### config.mk
export PLATFORM = sky130hd
export DESIGN_NAME = atm_payload_scrambler
export DESIGN_NICKNAME = d
export VERILOG_FILES = /design/src/rtl/scr_pkg.sv /design/src/rtl/scr_bypass_ctrl.sv /design/src/rtl/scr_byte_core.sv /design/src/rtl/scr_out_stage.sv /design/src/rtl/atm_payload_scrambler.sv
export SDC_FILE = /design/constraint.sdc
export NUM_CORES = 1
export LEC_CHECK = 0
export BUFFER_PORTS_ARGS = -buffer_cell sky130_fd_sc_hd__buf_2
export CORE_MARGIN = 4
export CORE_UTILIZATION = 46
export DETAILED_ROUTE_END_ITERATION = 10
export PLACE_DENSITY = 0.65
export SLEW_MARGIN = 20
export SYNTH_ARGS = -nofsm -noshare
export SYNTH_HDL_FRONTEND = slang
export SYNTH_SLANG_ARGS = --single-unit
### constraint.sdc
create_clock -name clk -period 1.9 [get_ports clk]
set_clock_uncertainty 0.2 [all_clocks]
set_input_delay 0.38 -clock clk [delete_from_list [all_inputs] [get_ports clk]]
set_output_delay 0.38 -clock clk [all_outputs]
set_load 0.1 [all_outputs]
### src/rtl/scr_pkg.sv
package scr_pkg;
  localparam int unsigned BYTE_W   = 8;
  localparam int unsigned POLY_LAG = 43;
endpackage

### src/rtl/scr_bypass_ctrl.sv
module scr_bypass_ctrl (
  input  logic in_valid,
  input  logic in_payload,
  input  logic sw_disable,
  input  logic pin_bypass,
  output logic scr_bypass,
  output logic scr_advance
);
  always_comb begin
    scr_bypass  = sw_disable | pin_bypass;
    scr_advance = in_valid & in_payload & ~scr_bypass;
  end
endmodule

### src/rtl/scr_byte_core.sv
module scr_byte_core #(
  parameter int unsigned DW  = 8,
  parameter int unsigned LAG = 43
) (
  input  logic [LAG-1:0] hist_i,
  input  logic [DW-1:0]  din,
  output logic [DW-1:0]  dout,
  output logic [LAG-1:0] hist_o
);
  localparam int unsigned KEEP = LAG - DW;

  initial begin
    if (LAG <= DW) $error("scr_byte_core: LAG must exceed DW");
  end

  // hist_i[LAG-1] is the oldest bit; din[DW-1] is transmitted first.
  for (genvar k = 0; k < DW; k++) begin : g_bit
    assign dout[k] = din[k] ^ hist_i[k + KEEP];
  end

  assign hist_o = {hist_i[KEEP-1:0], dout};
endmodule

### src/rtl/scr_out_stage.sv
module scr_out_stage #(
  parameter int unsigned DW = 8
) (
  input  logic          clk,
  input  logic          rst,
  input  logic          sel_scr,
  input  logic [DW-1:0] scr_data,
  input  logic [DW-1:0] raw_data,
  input  logic          vld_i,
  output logic [DW-1:0] data_o,
  output logic          vld_o
);
  always_ff @(posedge clk) begin
    if (rst) begin
      data_o <= '0;
      vld_o  <= 1'b0;
    end else begin
      data_o <= sel_scr ? scr_data : raw_data;
      vld_o  <= vld_i;
    end
  end
endmodule

### src/rtl/atm_payload_scrambler.sv
module atm_payload_scrambler
  import scr_pkg::*;
#(
  parameter int unsigned DW  = BYTE_W,
  parameter int unsigned LAG = POLY_LAG
) (
  input  logic          clk,
  input  logic          rst,
  input  logic [DW-1:0] in_data,
  input  logic          in_valid,
  input  logic          in_payload,
  input  logic          cfg_scr_disable,
  input  logic          test_scr_bypass,
  output logic [DW-1:0] out_data,
  output logic          out_valid
);
  logic           scr_bypass;
  logic           scr_advance;
  logic [DW-1:0]  scr_byte;
  logic [LAG-1:0] hist_q;
  logic [LAG-1:0] hist_d;

  scr_bypass_ctrl u_ctrl (
    .in_valid    (in_valid),
    .in_payload  (in_payload),
    .sw_disable  (cfg_scr_disable),
    .pin_bypass  (test_scr_bypass),
    .scr_bypass  (scr_bypass),
    .scr_advance (scr_advance)
  );

  scr_byte_core #(.DW(DW), .LAG(LAG)) u_core (
    .hist_i (hist_q),
    .din    (in_data),
    .dout   (scr_byte),
    .hist_o (hist_d)
  );

  always_ff @(posedge clk) begin
    if (rst)              hist_q <= '0;
    else if (scr_advance) hist_q <= hist_d;
  end

  scr_out_stage #(.DW(DW)) u_out (
    .clk      (clk),
    .rst      (rst),
    .sel_scr  (scr_advance),
    .scr_data (scr_byte),
    .raw_data (in_data),
    .vld_i    (in_valid),
    .data_o   (out_data),
    .vld_o    (out_valid)
  );

  logic unused_bypass;
  assign unused_bypass = scr_bypass;
endmodule

# Word level (Yosys, flattened, before mapping)
# Index checks and enable logic that the tools add are counted.
# totals
inputBits,14
register_bits,52
elab_cells,16
out_inout_bits,9
# op_classes
n_bitwise,12
mux,1
# ops
op,n
8-bit 2-to-1 mux,1
1-bit bitwise XOR,8
1-bit bitwise AND,2
1-bit inverter,1
1-bit bitwise OR,1

# Depth between registers and ports, before layout
# logic_depth
word_depth,4
ltp_mapped,5
ltp_nobuf,3

# Modules after synthesis
# From an unflattened synthesis, not the netlist that was laid out.
# unflattened
cells_unflattened,220
area_unflattened_um2,2288.4
# by_module_without_submodules
module,area_per_inst_um2,cells_each,seq_area_each_um2,instances
atm_payload_scrambler,1564.0,139,860.8,1
scr_byte_core,392.9,51,0.0,1
scr_out_stage,312.8,28,180.2,1
scr_bypass_ctrl,18.8,2,0.0,1

# Worst setup path after synthesis
# No wires, ideal clock.
# synth_path
path_kind,reg-to-output
start,reg u_out.data_o[0]
end,out out_data[0]
path_stages_with_launch,1
path_slack_ns,0.411
required_ns,1.320
t_arrival_ns,0.909
path_buffers,0
cell_sequence,dfxtp_1
# synth_lines
item,line_no,source
from (decl),scr_out_stage.sv:10,"output logic [DW-1:0] data_o,"
from (signal assigned),scr_out_stage.sv:18,data_o <= sel_scr ? scr_data : raw_data;
to (decl),atm_payload_scrambler.sv:14,"output logic [DW-1:0] out_data,"
# No word-level cell between the ends.

# Worst setup path after layout
# layout_path
start,reg u_out.data_o[4]
end,out out_data[4]
# No word-level cell between the ends.

==> out/results.tsv <==
stage	metric	value	unit
status	status	completed	
critical_path	path_cells	buf_2	
floorplanning	dieArea	5300	um2
worst_hold_path	hp-class	primary input to register	
power_and_ir_drop	p_int	1.44	mW
synth	yosys.area_share.simple	0.201	
synth	synthesis.nets	247	
power_and_ir_drop	p_comb_frac	0.092	
clock_network	post-cts-setup-buffers	0	
place	dp_hpwl	2190	um
layout	layout-drive-gt1-share	0.147	
critical_path	endpoint	out_data[4]	
power_and_ir_drop	power	1.92	mW
critical_path	cp_slowest_cell	buf_2	
synth	synth_top_family_by_area	simple AND/OR/NAND/NOR gates	
sta	fin_crit	1.65	ns
global_route	first_global_vias	1414	
synth	synth_top_area_share	0.539	
critical_path	reg2reg_from	hist_q[36]	
sta	whs	0.161	ns
critical_path	max_stage_delay	0.43	ns
critical_path	r2r_slack	0.67	ns
sta	drv_slew	0	
synth	synth_compound_area_frac	0.163	
layout	num_antenna_cells	0	
floorplanning	ios	23	
global_route	grt_overflow	0	
synth	yosys.area.top_type	dfxtp_1	
critical_path	critPathLaunchType	register	
global_route	grt_max_degree	53	
layout	fin_nets	265	
layout	area_growth	12.9	%
critical_path	worstSetupPathType	register to primary output	
power_and_ir_drop	clockPowerShare	0.329	
critical_path	path_max_fanout	1	
synth	yosys-top-cells-area	dfxtp_1 (54%), nand2_1 (14%), a21oi_1 (11%), xnor2_1 (3.6%), a211oi_1 (3.1%)	
floorplanning	rows	23	
global_route	grt_pass1_wl	6120	um
synth	avgSynthCellArea	8.29	um2
power_and_ir_drop	p_seq_frac	0.580	
sta	max_freq	606	MHz
place	globalplace.congestion	0.696	
floorplanning	initial_utilization	0.480	
layout	final_common_cell	nand2_1	
critical_path	crit_family	buffers and inverters	
power_and_ir_drop	p_leak	0.729	nW
critical_path	cp.buffers_inverters	1	
floorplanning	die_x	72.8	um
route	drt-pass1-iter-count	4	
synth	synthMuxAreaShare	0	
sta	rsz0062_at_grt	no	
clock_network	clkTransAtPathRegs	0.09	ns
global_route	grtUsageTotal	0.146	
worst_hold_path	min-delay-start	in_data[0]	
route	vias	1502	
clock_network	cts_sinks	52	
critical_path	startpoint	u_out.data_o[4]	
clock_network	cts_hold_buf	0	
critical_path	r2r-end	u_out.data_o[1]	
power_and_ir_drop	power.density	879	nW/um2
clock_network	htreeDepth	2	
layout	design_area	2180	um2
sta	finalSetupTns	0	ns
sta	report.final.setup_viol	0	
synth	synthCells	233	
route	drt_iter0_markers	84	
sta	tightest_slew	0.490	ns
route	drc	0	
floorplanning	core_area	4030	um2
synth	syn-cell-area	1930	um2
synth	synth-seq-cells	52	
layout	fill_cells	398	
synth	ys_warn_count	0	
synth	ys_types	15	
route	via_per_inst	4.97	
sta	relSlewSlack	0.676	
synth	synthXorXnorAreaFrac	0.0363	
place	io_buffers	22	
critical_path	critPathCaptureType	primary output	
critical_path	cp.depth	1	
critical_path	crit_arrival	1.07	ns
synth	yosys.area_share.adder	0	
place	placed_cell_area	2090	um2
power_and_ir_drop	p_sw_frac	0.248	
sta	hold_viol	0	
clock_network	numCtsBuffers	5	
critical_path	reg2reg_depth	3	
floorplanning	chipHeight	72.8	um
layout	mostFrequentLayoutCells	nand2_1 (70), dfxtp_1 (52), a21oi_1 (43), buf_2 (22)	
power_and_ir_drop	p_sw	476	uW
clock_network	clk_path_buf_depth	2	
critical_path	required	1.32	ns
route	routed_wirelength	3460	um
clock_network	cts-root-buf	clkbuf_8	
global_route	antenna_found_initial	0	
synth	ys_seq_area_frac	0.539	
clock_network	cts_repair_resize_count	0	
route	ant_nets	0	
worst_hold_path	min_path_cells	3	
power_and_ir_drop	ir_worst_vdd	0.000466	V
sta	post-route-period-util	0.869	
clock_network	tritoncts	built	
flow_run	cap_violations	0	
route	wl_per_cell	11.4	um
clock_network	clk_latency	0.30	ns
[power groups by stage]
| stage | clock network (mW) | registers [mW] | logic (mW) |
|---|---|---|---|
| 2_1_floorplan | 0 | 1.21 | 0.0575 |
| 3_3_place_gp | 0 | 1.14 | 0.176 |
| 3_5_place_dp | 0 | 1.14 | 0.177 |
| 4_1_cts | 0.656 | 1.11 | 0.177 |
| 5_1_grt | 0.693 | 1.11 | 0.189 |
| 6_report | 0.630 | 1.11 | 0.176 |
[flip-flops by register name (all words and copies together), names as in the netlist]
register      count
hist_q           43
u_out.data_o      8
u_out.vld_o       1
[area by class of cell]
type	instances	area, um2	share of cell area
clock buffers	6	82.6	0.0379
clock inverters	2	10.0	0.00459
inverters	8	30.0	0.0138
multi-input cells	156	774	0.355
flip-flops and latches	52	1040	0.477
well taps	50	62.6	0.0287
repair buffers	28	180	0.0826
[stage by stage]
step | std cells | setup WS [ns] | util
2_1_floorplan | 233 | 0.411 | -
3_3_place_gp | 294 | 0.162 | 0.518
3_5_place_dp | 294 | 0.123 | 0.518
4_1_cts | 302 | 0.218 | 0.541
5_1_grt | 302 | 0.193 | 0.541
6_report | 302 | 0.249 | 0.541
[worst min-delay path by stage]
stage                      end  slack [ns]
6_report       u_out.data_o[0]        0.16
5_1_grt        u_out.data_o[3]        0.15
4_1_cts        u_out.data_o[0]        0.15
3_5_place_dp        hist_q[22]        0.24
3_3_place_gp        hist_q[21]        0.24
2_1_floorplan       hist_q[16]        0.23
[routing by layer]
layer | global-route usage | part of all wire
met2 | 0.243 | 0.49
met1 | 0.178 | 0.46
met4 | 0.0676 | 0.0090
met3 | 0.0344 | 0.038
met5 | 0 | 0
[worst register-to-register path, delay by kind of cell (launching register included)]
family                 cells  cell delay, ns
DFF                        1            0.39
buffers and inverters      1            0.06
and+or+nand+nor            1            0.36
AOI/OAI and AO/OA          1            0.15
[cell usage after synthesis]
cell type / instances
nor2_1: 8
nor2b_1: 1
nand4bb_4: 1
nand2_1: 70
a211oi_1: 8
o21ai_0: 8
dfxtp_1: 52
buf_6: 2
buf_2: 6
a21oi_1: 43
and4bb_1: 1
clkbuf_1: 9
or3_1: 8
xnor2_1: 8
inv_1: 8
[kinds of logic after synthesis]
| group | count (synthesis) |
|---|---|
| buffers and inverters | 25 |
| XOR/XNOR | 8 |
| AO/OA/AOI/OAI | 59 |
| flip-flops | 52 |
| AND/OR/NAND/NOR | 89 |
Note: power is estimated with default switching activity, not from simulation.
